===== src/rtl/epp_pkg.sv =====
package epp_pkg;

    localparam int ADDR_W = 3;

    localparam logic [ADDR_W-1:0] OFS_STATUS   = 3'd1;
    localparam logic [ADDR_W-1:0] OFS_EPP_ADDR = 3'd3;
    localparam logic [ADDR_W-1:0] OFS_EPP_DATA = 3'd4;

    // control bits that take part in the cycle gate: dir, select, init, autolf, strobe
    localparam logic [7:0] GATE_MASK  = 8'h2F;
    localparam logic [7:0] GATE_WRITE = 8'h04;
    localparam logic [7:0] GATE_READ  = 8'h24;

    typedef enum logic [1:0] {
        ST_IDLE,
        ST_STROBE,
        ST_RELEASE,
        ST_FINISH
    } epp_state_e;

endpackage


===== src/rtl/epp_cycle_gate.sv =====
module epp_cycle_gate
    import epp_pkg::*;
(
    input  logic [7:0] ctrl,
    output logic       wr_ok,
    output logic       rd_ok
);

    logic [7:0] masked;

    always_comb begin
        masked = ctrl & GATE_MASK;
        wr_ok  = (masked == GATE_WRITE);
        rd_ok  = (masked == GATE_READ);
    end

    always_comb begin
        AST_GATE_EXCLUSIVE: assert (!(wr_ok && rd_ok));
    end

endmodule


===== src/rtl/epp_wait_timer.sv =====
module epp_wait_timer #(
    parameter int LIMIT_W = 8
) (
    input  logic               clk,
    input  logic               rst_n,
    input  logic               clear,
    input  logic               tick,
    input  logic [LIMIT_W-1:0] limit,
    output logic               expired
);

    logic [LIMIT_W-1:0] cnt_q;

    always_ff @(posedge clk or negedge rst_n) begin
        if (!rst_n) begin
            cnt_q <= '0;
        end else if (clear) begin
            cnt_q <= '0;
        end else if (tick) begin
            cnt_q <= cnt_q + LIMIT_W'(1);
        end
    end

    assign expired = (cnt_q == limit);

    AST_TMR_STEP: assert property (@(posedge clk) disable iff (!rst_n)
        (tick && !clear && !expired) |=> (cnt_q == $past(cnt_q) + LIMIT_W'(1)));

    AST_TMR_CLEAR: assert property (@(posedge clk) disable iff (!rst_n)
        clear |=> (cnt_q == '0));

endmodule


===== src/rtl/epp_timeout_flag.sv =====
module epp_timeout_flag (
    input  logic clk,
    input  logic rst_n,
    input  logic set,
    input  logic clr,
    output logic flag
);

    logic flag_q;

    always_ff @(posedge clk or negedge rst_n) begin
        if (!rst_n) begin
            flag_q <= 1'b0;
        end else if (set) begin
            flag_q <= 1'b1;
        end else if (clr) begin
            flag_q <= 1'b0;
        end
    end

    assign flag = flag_q;

    AST_FLAG_SET: assert property (@(posedge clk) disable iff (!rst_n)
        set |=> flag_q);

    AST_FLAG_STICKY: assert property (@(posedge clk) disable iff (!rst_n)
        (flag_q && !clr) |=> flag_q);

    AST_FLAG_CLEAR: assert property (@(posedge clk) disable iff (!rst_n)
        (clr && !set) |=> !flag_q);

endmodule


===== src/rtl/epp_cycle_engine.sv =====
module epp_cycle_engine
    import epp_pkg::*;
#(
    parameter int DATA_BYTES = 4,
    parameter int LIMIT_W    = 8
) (
    input  logic                    clk,
    input  logic                    rst_n,
    input  logic                    reg_req,
    input  logic                    reg_wr,
    input  logic [ADDR_W-1:0]       reg_addr,
    input  logic [1:0]              reg_size,
    input  logic [8*DATA_BYTES-1:0] reg_wdata,
    input  logic [7:0]              ctrl_byte,
    input  logic [6:0]              periph_lines,
    input  logic [LIMIT_W-1:0]      tmo_limit,
    input  logic                    pp_wait,
    input  logic [7:0]              pp_din,
    output logic [8*DATA_BYTES-1:0] reg_rdata,
    output logic                    reg_busy,
    output logic                    reg_done,
    output logic                    pp_addr_stb,
    output logic                    pp_data_stb,
    output logic                    pp_write,
    output logic [7:0]              pp_dout,
    output logic                    timeout_flag
);

    localparam int DATA_W = 8 * DATA_BYTES;
    localparam int IDX_W  = (DATA_BYTES > 1) ? $clog2(DATA_BYTES) : 1;

    epp_state_e state_q, state_d;

    logic              wr_q;
    logic              addr_cyc_q;
    logic [IDX_W-1:0]  idx_q;
    logic [IDX_W-1:0]  last_idx_q;
    logic [IDX_W-1:0]  req_last_idx;
    logic [DATA_W-1:0] wdata_q;
    logic [DATA_W-1:0] rdata_q;

    logic gate_wr_ok, gate_rd_ok;
    logic is_epp, start_ok, accept;
    logic tmr_clr, tmr_tick, tmr_expired;
    logic fail, capture, advance, flag_clr;
    logic last_byte;

    epp_cycle_gate u_gate (
        .ctrl  (ctrl_byte),
        .wr_ok (gate_wr_ok),
        .rd_ok (gate_rd_ok)
    );

    epp_wait_timer #(.LIMIT_W(LIMIT_W)) u_timer (
        .clk     (clk),
        .rst_n   (rst_n),
        .clear   (tmr_clr),
        .tick    (tmr_tick),
        .limit   (tmo_limit),
        .expired (tmr_expired)
    );

    epp_timeout_flag u_flag (
        .clk   (clk),
        .rst_n (rst_n),
        .set   (fail),
        .clr   (flag_clr),
        .flag  (timeout_flag)
    );

    // request decode
    always_comb begin
        accept   = (state_q == ST_IDLE) && reg_req;
        is_epp   = (reg_addr == OFS_EPP_ADDR) || (reg_addr == OFS_EPP_DATA);
        start_ok = is_epp && (reg_wr ? gate_wr_ok : gate_rd_ok);
        flag_clr = accept && reg_wr && (reg_addr == OFS_STATUS) && reg_wdata[0];
        if ((reg_addr == OFS_EPP_ADDR) || (reg_size == 2'd0)) begin
            req_last_idx = '0;
        end else if ((reg_size == 2'd1) && (DATA_BYTES >= 2)) begin
            req_last_idx = IDX_W'(1);
        end else begin
            req_last_idx = IDX_W'(DATA_BYTES - 1);
        end
        last_byte = (idx_q == last_idx_q);
    end

    // next state and per-cycle control
    always_comb begin
        state_d  = state_q;
        tmr_clr  = 1'b0;
        tmr_tick = 1'b0;
        fail     = 1'b0;
        capture  = 1'b0;
        advance  = 1'b0;
        unique case (state_q)
            ST_IDLE: begin
                tmr_clr = 1'b1;
                if (reg_req) begin
                    state_d = start_ok ? ST_STROBE : ST_FINISH;
                end
            end
            ST_STROBE: begin
                if (pp_wait) begin
                    capture = !wr_q;
                    tmr_clr = 1'b1;
                    state_d = ST_RELEASE;
                end else if (tmr_expired) begin
                    fail    = 1'b1;
                    state_d = ST_FINISH;
                end else begin
                    tmr_tick = 1'b1;
                end
            end
            ST_RELEASE: begin
                if (!pp_wait) begin
                    tmr_clr = 1'b1;
                    if (last_byte) begin
                        state_d = ST_FINISH;
                    end else begin
                        advance = 1'b1;
                        state_d = ST_STROBE;
                    end
                end else if (tmr_expired) begin
                    fail    = 1'b1;
                    state_d = ST_FINISH;
                end else begin
                    tmr_tick = 1'b1;
                end
            end
            ST_FINISH: begin
                state_d = ST_IDLE;
            end
            default: begin
                state_d = ST_IDLE;
            end
        endcase
    end

    // state register
    always_ff @(posedge clk or negedge rst_n) begin
        if (!rst_n) begin
            state_q <= ST_IDLE;
        end else begin
            state_q <= state_d;
        end
    end

    // access context and data path
    always_ff @(posedge clk or negedge rst_n) begin
        if (!rst_n) begin
            wr_q       <= 1'b0;
            addr_cyc_q <= 1'b0;
            idx_q      <= '0;
            last_idx_q <= '0;
            wdata_q    <= '0;
            rdata_q    <= '1;
        end else begin
            if (accept) begin
                wr_q       <= reg_wr;
                addr_cyc_q <= (reg_addr == OFS_EPP_ADDR);
                idx_q      <= '0;
                last_idx_q <= req_last_idx;
                wdata_q    <= reg_wdata;
                if (!reg_wr && (reg_addr == OFS_STATUS)) begin
                    rdata_q <= {{(DATA_W-8){1'b0}}, periph_lines, timeout_flag};
                end else begin
                    rdata_q <= '1;
                end
            end
            if (capture) begin
                rdata_q[{idx_q, 3'b000} +: 8] <= pp_din;
            end
            if (advance) begin
                idx_q <= idx_q + IDX_W'(1);
            end
        end
    end

    // outputs
    always_comb begin
        pp_addr_stb = (state_q == ST_STROBE) && addr_cyc_q;
        pp_data_stb = (state_q == ST_STROBE) && !addr_cyc_q;
        pp_write    = wr_q;
        pp_dout     = wdata_q[{idx_q, 3'b000} +: 8];
        reg_busy    = (state_q != ST_IDLE);
        reg_done    = (state_q == ST_FINISH);
        reg_rdata   = rdata_q;
    end

    AST_GATED_START: assert property (@(posedge clk) disable iff (!rst_n)
        (state_q == ST_STROBE && $past(state_q) == ST_IDLE) |-> $past(start_ok));

    AST_STROBE_EXCL: assert property (@(posedge clk) disable iff (!rst_n)
        !(pp_addr_stb && pp_data_stb));

    AST_STROBE_HOLD: assert property (@(posedge clk) disable iff (!rst_n)
        ($fell(pp_addr_stb || pp_data_stb) && !$past(pp_wait)) |-> (state_q == ST_FINISH));

    AST_ABORT_QUIET: assert property (@(posedge clk) disable iff (!rst_n)
        $rose(timeout_flag) |-> (!pp_addr_stb && !pp_data_stb && reg_done));

    AST_BUSY_STROBE: assert property (@(posedge clk) disable iff (!rst_n)
        (pp_addr_stb || pp_data_stb) |-> reg_busy);

    AST_DONE_PULSE: assert property (@(posedge clk) disable iff (!rst_n)
        reg_done |=> !reg_done);

endmodule


===== config.mk =====
export PLATFORM = sky130hd
export DESIGN_NAME = epp_cycle_engine
export DESIGN_NICKNAME = d
export VERILOG_FILES = /design/src/rtl/epp_pkg.sv /design/src/rtl/epp_cycle_gate.sv /design/src/rtl/epp_wait_timer.sv /design/src/rtl/epp_timeout_flag.sv /design/src/rtl/epp_cycle_engine.sv
export SDC_FILE = /design/constraint.sdc
export NUM_CORES = 1
export LEC_CHECK = 0
export ABC_AREA = 1
export BUFFER_PORTS_ARGS = -buffer_cell sky130_fd_sc_hd__clkbuf_2
export CORE_MARGIN = 1.5
export CORE_UTILIZATION = 30
export CTS_CLUSTER_DIAMETER = 80
export DETAILED_ROUTE_END_ITERATION = 12
export GPL_ROUTABILITY_DRIVEN = 0
export REMOVE_ABC_BUFFERS = 1
export SKIP_LAST_GASP = 1
export SLEW_MARGIN = 20
export SYNTH_ARGS = -nofsm -noshare
export SYNTH_HDL_FRONTEND = slang
export SYNTH_SLANG_ARGS = --single-unit

===== constraint.sdc =====
create_clock -name clk -period 3.88 [get_ports clk]
set_input_delay 0.776 -clock clk [delete_from_list [all_inputs] [get_ports clk]]
set_output_delay 0.776 -clock clk [all_outputs]
set_load 0.05 [all_outputs]

# Word-level counts from Yosys, hierarchy flattened
# Index checks and enable logic that the tools add are counted.
[classes] addsub=3 n_eq_ne=12 shift=3 mux=36 n_reduce_logical=19
[ops] op="32-bit 2-to-1 mux" n=3
[ops] op="32-bit bitwise mux" n=1
[ops] op="8-bit by 7-bit variable shift with 32-bit output (first input constant)" n=1
[ops] op="32-bit by 6-bit variable part select with 8-bit output" n=1
[ops] op="8-bit by 7-bit variable part select with 32-bit output" n=1
[ops] op="2-bit 2-to-1 mux" n=10
[ops] op="1-bit 2-to-1 mux" n=16
[ops] op="8-bit 2-to-1 mux" n=2
[ops] op="8-bit by 1-bit adder with 8-bit output (second input constant)" n=1
[ops] op="8-bit equality test" n=1
[ops] op="1-bit logical AND" n=8
[ops] op="2-bit case mux with 4 select lines" n=1
[ops] op="2-bit nonzero test" n=4
[ops] op="5-bit negator with 7-bit output" n=1
[ops] op="5-bit by 3-bit equality test with 1-bit output (second input constant)" n=1
[ops] op="5-bit equality test (second input constant)" n=1
[ops] op="2-bit by 1-bit equality test with 1-bit output (second input constant)" n=2
[ops] op="2-bit equality test (second input constant)" n=2
[ops] op="2-bit zero test" n=2
[ops] op="1-bit case mux with 2 select lines" n=2
[ops] op="3-bit by 1-bit equality test with 1-bit output (second input constant)" n=1
[ops] op="3-bit by 2-bit equality test with 1-bit output (second input constant)" n=1
[ops] op="3-bit equality test (second input constant)" n=1
[ops] op="1-bit zero test" n=3
[ops] op="5 further kinds" n=6
[word_totals] register_bits=81 output_inout_bits=46 word_cells=82

# Longest topological paths before layout
[depth] ltp_word=7 ltp_mapped=12 mapped_depth_nobuf=12

# Modules after synthesis
# A second synthesis with hierarchy kept.
[hier_totals] hier_cells=619 area_unflattened_um2=4636.9
[by_module_without_submodules] mod="epp_cycle_engine" n_inst=1 cells_per_inst=534 area_each_um2=4016.4 seq_area_each_um2=1841.8
[by_module_without_submodules] mod="epp_wait_timer" n_inst=1 cells_per_inst=73 area_each_um2=554.3 seq_area_each_um2=200.2
[by_module_without_submodules] mod="epp_timeout_flag" n_inst=1 cells_per_inst=5 area_each_um2=40.0 seq_area_each_um2=25.0
[by_module_without_submodules] mod="epp_cycle_gate" n_inst=1 cells_per_inst=7 area_each_um2=26.3 seq_area_each_um2=0.0

# Worst setup path after synthesis
# OpenSTA, ideal clock, no wires.
[synth_path] kind="register -> output" from="register idx_q[0]" to="output port pp_dout[7]" arrival_time_ns=1.770 t_required_ns=3.104 slack_ns=1.334 path_stages_with_launch=5 cell_sequence="dfrtp_1 inv_1 clkbuf_1 o21ai_0 o22ai_1"
[synth_via] elab_chain_len=1
[synth_rtl] element="start, declared" line_no="epp_cycle_engine.sv:36" rtl="logic [IDX_W-1:0] idx_q;"
[synth_rtl] element="start signal, assigned" line_no="epp_cycle_engine.sv:174" rtl="idx_q <= idx_q + IDX_W'(1);"
[synth_rtl] element="32-bit by 6-bit variable part select with 8-bit output" line_no="epp_cycle_engine.sv:184" rtl="pp_dout = wdata_q[{idx_q, 3'b000} +: 8];"
[synth_rtl] element="end, declared" line_no="epp_cycle_engine.sv:25" rtl="output logic [7:0] pp_dout,"
# Every way passes these cells.

# Worst setup path in the final report
[layout_path] from="register idx_q[1]" to="register rdata_q[18], in the netlist reg_rdata[18]"
[layout_via] elab_chain_len=4 elab_cells_between_ends=5 classes_between="add/sub: 1; shift: 2; mux: 2"
[layout_rtl] element="5-bit negator with 7-bit output (*)" line_no="epp_cycle_engine.sv:171" rtl="rdata_q[{idx_q, 3'b000} +: 8] <= pp_din;"
[layout_rtl] element="8-bit by 7-bit variable part select with 32-bit output or 8-bit by 7-bit variable shift with 32-bit output (tied branches)" line_no="epp_cycle_engine.sv:171"
[layout_rtl] element="32-bit bitwise mux (*)" line_no="epp_cycle_engine.sv:171"
[layout_rtl] element="32-bit 2-to-1 mux (*)" line_no="epp_cycle_engine.sv:170" rtl="if (capture) begin"
[layout_rtl] element="end signal, assigned" line_no="epp_cycle_engine.sv:165" rtl="rdata_q <= {{(DATA_W-8){1'b0}}, periph_lines, timeout_flag};"
[layout_rtl] element="end signal, assigned by index" line_no="epp_cycle_engine.sv:171"
[layout_rtl] element="end, declared" line_no="epp_cycle_engine.sv:40" rtl="logic [DATA_W-1:0] rdata_q;"
# Every way passes the cells marked *; elsewhere a longest branch is shown, timed or not.
# A chain may end at the register's enable or synchronous reset.

==> PnR_summary.wiki <==
{| class="wikitable"
! Metric !! Value
|-
| Number of global-route vias before repair || about 4000
|-
| Comb pwr share || 0.501
|-
| Unrepaired setup endpoints after global routing || no
|-
| Post-DR wirelength/cell || 14.3 µm
|-
| Post-detailed-route via-to-cell ratio || 4.83
|-
| Final core utilization || 0.382
|-
| Worst setup SP type || flip-flop
|-
| Proportion of power drawn by flip-flops and latches || 0.317
|-
| Type of the worst min-delay path || primary input to asynchronous set/reset pin
|-
| Tightest Pin Transition || 742 ps
|-
| Arrival time of data at the critical path endpoint || around 3200 ps
|-
| Status || complete, no violations
|-
| Placed instance area || ~4900 µm²
|-
| Std-Cell Core Area || about 14000 µm²
|-
| Initial standard-cell utilization of the core || 0.305
|-
| Cell Rows || 43
|-
| Sinks on the clock net || about 80
|-
| Synthesized flop and latch total || just over 80
|-
| Min Clock Period, post-route || ~3000 ps
|-
| Reg2Reg Setup Slack || between 900 and 1000 ps
|-
| Pleak || roughly 2.7 nW
|-
| First-pass GRT wire length || 19300 µm
|-
| Synthesized-area fraction occupied by adder cells || 0.0327
|-
| Total global-route track usage || 0.169
|-
| Relative slew margins || 0.505
|-
| Post-synth cell types || 32
|-
| Simple-Gate Fraction of Synth Area || 0.277
|-
| Setup crit end kind || flip-flop
|-
| Count of placed standard cells in the final layout, fillers left out || approximately 830
|-
| Switching share of power || 0.492
|-
| Logic depth of the worst register-to-register path || 6
|-
| GRT overflow || 0
|-
| Cell area after layout || between 5000 and 6000 µm²
|-
| Clock tree root driver cell || sky130_fd_sc_hd__clkbuf_16
|-
| Pins Over Slew Limit || 0
|-
| Xor and xnor fraction of the mapped netlist area || 0.0104
|-
| Part of the cycle the worst path needs || 0.755
|-
| Antenna violation net count after detailed routing || 0
|-
| Portion of the post-synthesis area used by sequential elements || 0.492
|-
| Synthesized area || 4210 µm²
|-
| Inserted Clock Buffers || 9
|-
| Worst voltage drop across the vdd grid || 333 µV
|-
| Slowest library cell on the worst path || sky130_fd_sc_hd__ha_1
|-
| Fraction of the mapped netlist area in compound gates || 0.132
|-
| Routed vias || approximately 4000
|-
| Clock Pin Slew Worst Setup and Hold Paths || approximately 60 ps
|-
| Die area || about 15000 µm²
|-
| Max_cap viols || 0
|-
| Die span in x || between 100 and 150 µm
|-
| Antenna cells || 0
|-
| Cell count after synthesis || 538
|-
| Placed cell count || roughly 820
|-
| Main synth FF type || sky130_fd_sc_hd__dfrtp_1
|-
| Cells along the critical path || clkinv_1 > ha_1 > clkinv_1 > nor2_1 > nand2_1 > o22ai_1
|-
| Worst hold slack after final layout || around 460 ps
|-
| Post-Synthesis Mean Instance Area || around 8 µm²
|-
| Power share of the clock group || 0.183
|-
| Total iterations of the first detailed-routing run || 5
|-
| Critical Path Fanout Max || 13
|-
| Number of instances resized during post-cts repair || 0
|-
| Critical Path Source || idx_q[1]
|-
| Detail Placement HPWL || around 8000 µm
|-
| # hold bufs at CTS || 0
|-
| Synth async-reset ratio || 1.00
|-
| Count of flip-flops with a built-in enable after synthesis || 0
|-
| Final hold vios || 0
|-
| Number of design-rule violations left by the first detailed-router iteration || 184
|-
| Number of remaining DRC errors || 0
|-
| H-tree levels || 3
|-
| NumNets Final || 730
|-
| End of the worst register-to-register path || reg_rdata[18]
|-
| Antenna violations before repair || 0
|-
| Insertion delay to the later sink of the worst-skew pair || around 350 ps
|-
| Total I/O pin count || approximately 120
|-
| Cell family with the largest share of critical-path delay || buffers and inverters
|-
| Most repeated library cell on the critical path || sky130_fd_sc_hd__clkinv_1
|-
| Most common library cell in the layout ignoring fill and taps || sky130_fd_sc_hd__nand2_1
|-
| P per Cell Area || between 900 and 1000 nW/µm²
|-
| Post CTS Setup Buffer Count || 0
|-
| Setup total negative slack || 0 ps
|-
| Count of input and output buffers || about 120
|-
| Max Freq || 342 MHz
|-
| Number of buffer and inverter instances along the worst setup path || 2
|-
| Count of warnings emitted by yosys || 0
|-
| Footprint of the multi-input gates || between 1500 and 2000 µm²
|-
| Proportion of layout cells with a drive suffix above 1 || 0.276
|-
| Internal power of the cells || roughly 2.5 mW
|-
| Maximum number of pins on one net before global-route repair || between 80 and 90
|-
| TritonCTS clock tree || yes
|-
| Final setup fails || 0
|-
| Maximum number of buffers from clock root to sink || 2
|-
| Clock tree skew after final layout || ~11 ps
|-
| Wire length after detailed routing || between 10000 and 15000 µm
|-
| Worst r2r src || idx_q[1]
|-
| Critical Path Max Stage Delay || between 600 and 700 ps
|-
| P_sw || roughly 2.4 mW
|-
| CP Class || flip-flop to flip-flop
|-
| Proportion of synthesized area in mux cells || 0
|-
| Layout fillers || roughly 1500
|-
| Largest family of logic cells by synthesized area || simple AND/OR/NAND/NOR gates
|-
| Data required time of the worst path || roughly 4100 ps
|-
| Synthesis-to-finish area growth || 25.2%
|-
| Commonest cells after routing, fill and taps aside || sky130_fd_sc_hd__nand2_1, sky130_fd_sc_hd__clkbuf_2, sky130_fd_sc_hd__nor2_1, sky130_fd_sc_hd__dfrtp_1, sky130_fd_sc_hd__dfstp_2
|-
| Seq. cell area || around 2100 µm²
|-
| Vertical die dimension || 121 µm
|}
-- per-layer routing --
layer / GRT usage / wire [µm] / share of wire
met4: 0.0522 / 79 / 0.0067
met3: 0.0550 / 711 / 0.060
met2: 0.270 / 5520 / 0.47
met5: 0 / 0 / 0
met1: 0.218 / 5540 / 0.47
-- power by group through the flow --
stage / Sequential [mW] / Combinational [mW] / Clock [mW]
global route: 1.62 / 2.71 / 0.967
floorplan: 2.20 / 1.22 / 0
CTS: 1.57 / 2.50 / 0.932
detailed placement: 1.58 / 2.49 / 0
global placement: 1.57 / 2.45 / 0
finish: 1.57 / 2.48 / 0.905
-- cells by family after synthesis --
logic type | count (synthesis)
flops | 81
simple gates | 290
xor+xnor | 5
fa+ha+maj | 11
compound gates | 92
buf+inv | 59
-- registers in the layout (all words and copies together), names as in the netlist --
name / flops
pp_write: 1
reg_rdata: 32
state_q: 2
u_flag.flag: 1
idx_q: 2
wdata_q: 32
addr_cyc_q: 1
u_timer.cnt_q: 8
last_idx_q: 2
-- synthesized netlist by cell type, types with 2 or more instances --
library cell / number / area share
sky130_fd_sc_hd__nor3_1: 19 / 0.023
sky130_fd_sc_hd__ha_1: 11 / 0.033
sky130_fd_sc_hd__a21oi_1: 19 / 0.023
sky130_fd_sc_hd__o21ai_0: 27 / 0.032
sky130_fd_sc_hd__dfstp_2: 32 / 0.20
sky130_fd_sc_hd__nand4_1: 5 / 0.0074
sky130_fd_sc_hd__nand2_1: 201 / 0.18
sky130_fd_sc_hd__clkinv_1: 3 / 0.0027
sky130_fd_sc_hd__dfrtp_1: 49 / 0.29
sky130_fd_sc_hd__clkbuf_1: 12 / 0.011
sky130_fd_sc_hd__nor2_1: 49 / 0.044
sky130_fd_sc_hd__a31oi_1: 18 / 0.027
sky130_fd_sc_hd__inv_1: 27 / 0.024
sky130_fd_sc_hd__buf_4: 2 / 0.0036
sky130_fd_sc_hd__xnor2_1: 3 / 0.0062
sky130_fd_sc_hd__buf_2: 8 / 0.0095
sky130_fd_sc_hd__inv_2: 5 / 0.0045
sky130_fd_sc_hd__xor2_1: 2 / 0.0042
sky130_fd_sc_hd__o22ai_1: 15 / 0.022
sky130_fd_sc_hd__nand3_1: 12 / 0.014
sky130_fd_sc_hd__a41oi_1: 8 / 0.017
-- area by class of cell --
type,instances,share of cell area
multi-input cells,398,0.361
clock inverters,4,0.00927
repair buffers,120,0.118
inverters,36,0.0259
clock buffers,12,0.0509
flip-flops and latches,81,0.393
well taps,180,0.0428
-- how the worst max path moves through the flow --
stage                          endpoint  slack [ps]  cells past startpoint
final                     reg_rdata[18]         950                      6
after global routing      reg_rdata[22]         700                      6
after CTS                    pp_dout[3]         890                      4
after detailed placement  reg_rdata[18]         910                      6
after global placement    reg_rdata[17]         970                      6
after floorplan           reg_rdata[16]         480                      6
-- through the flow --
step,worst slack (ps),power [mW]
finish,952,4.96
detailed placement,908,4.07
floorplan,483,3.42
global placement,966,4.02
CTS,886,5.01
global route,700,5.29
Note: power is estimated with default switching activity, not from simulation.
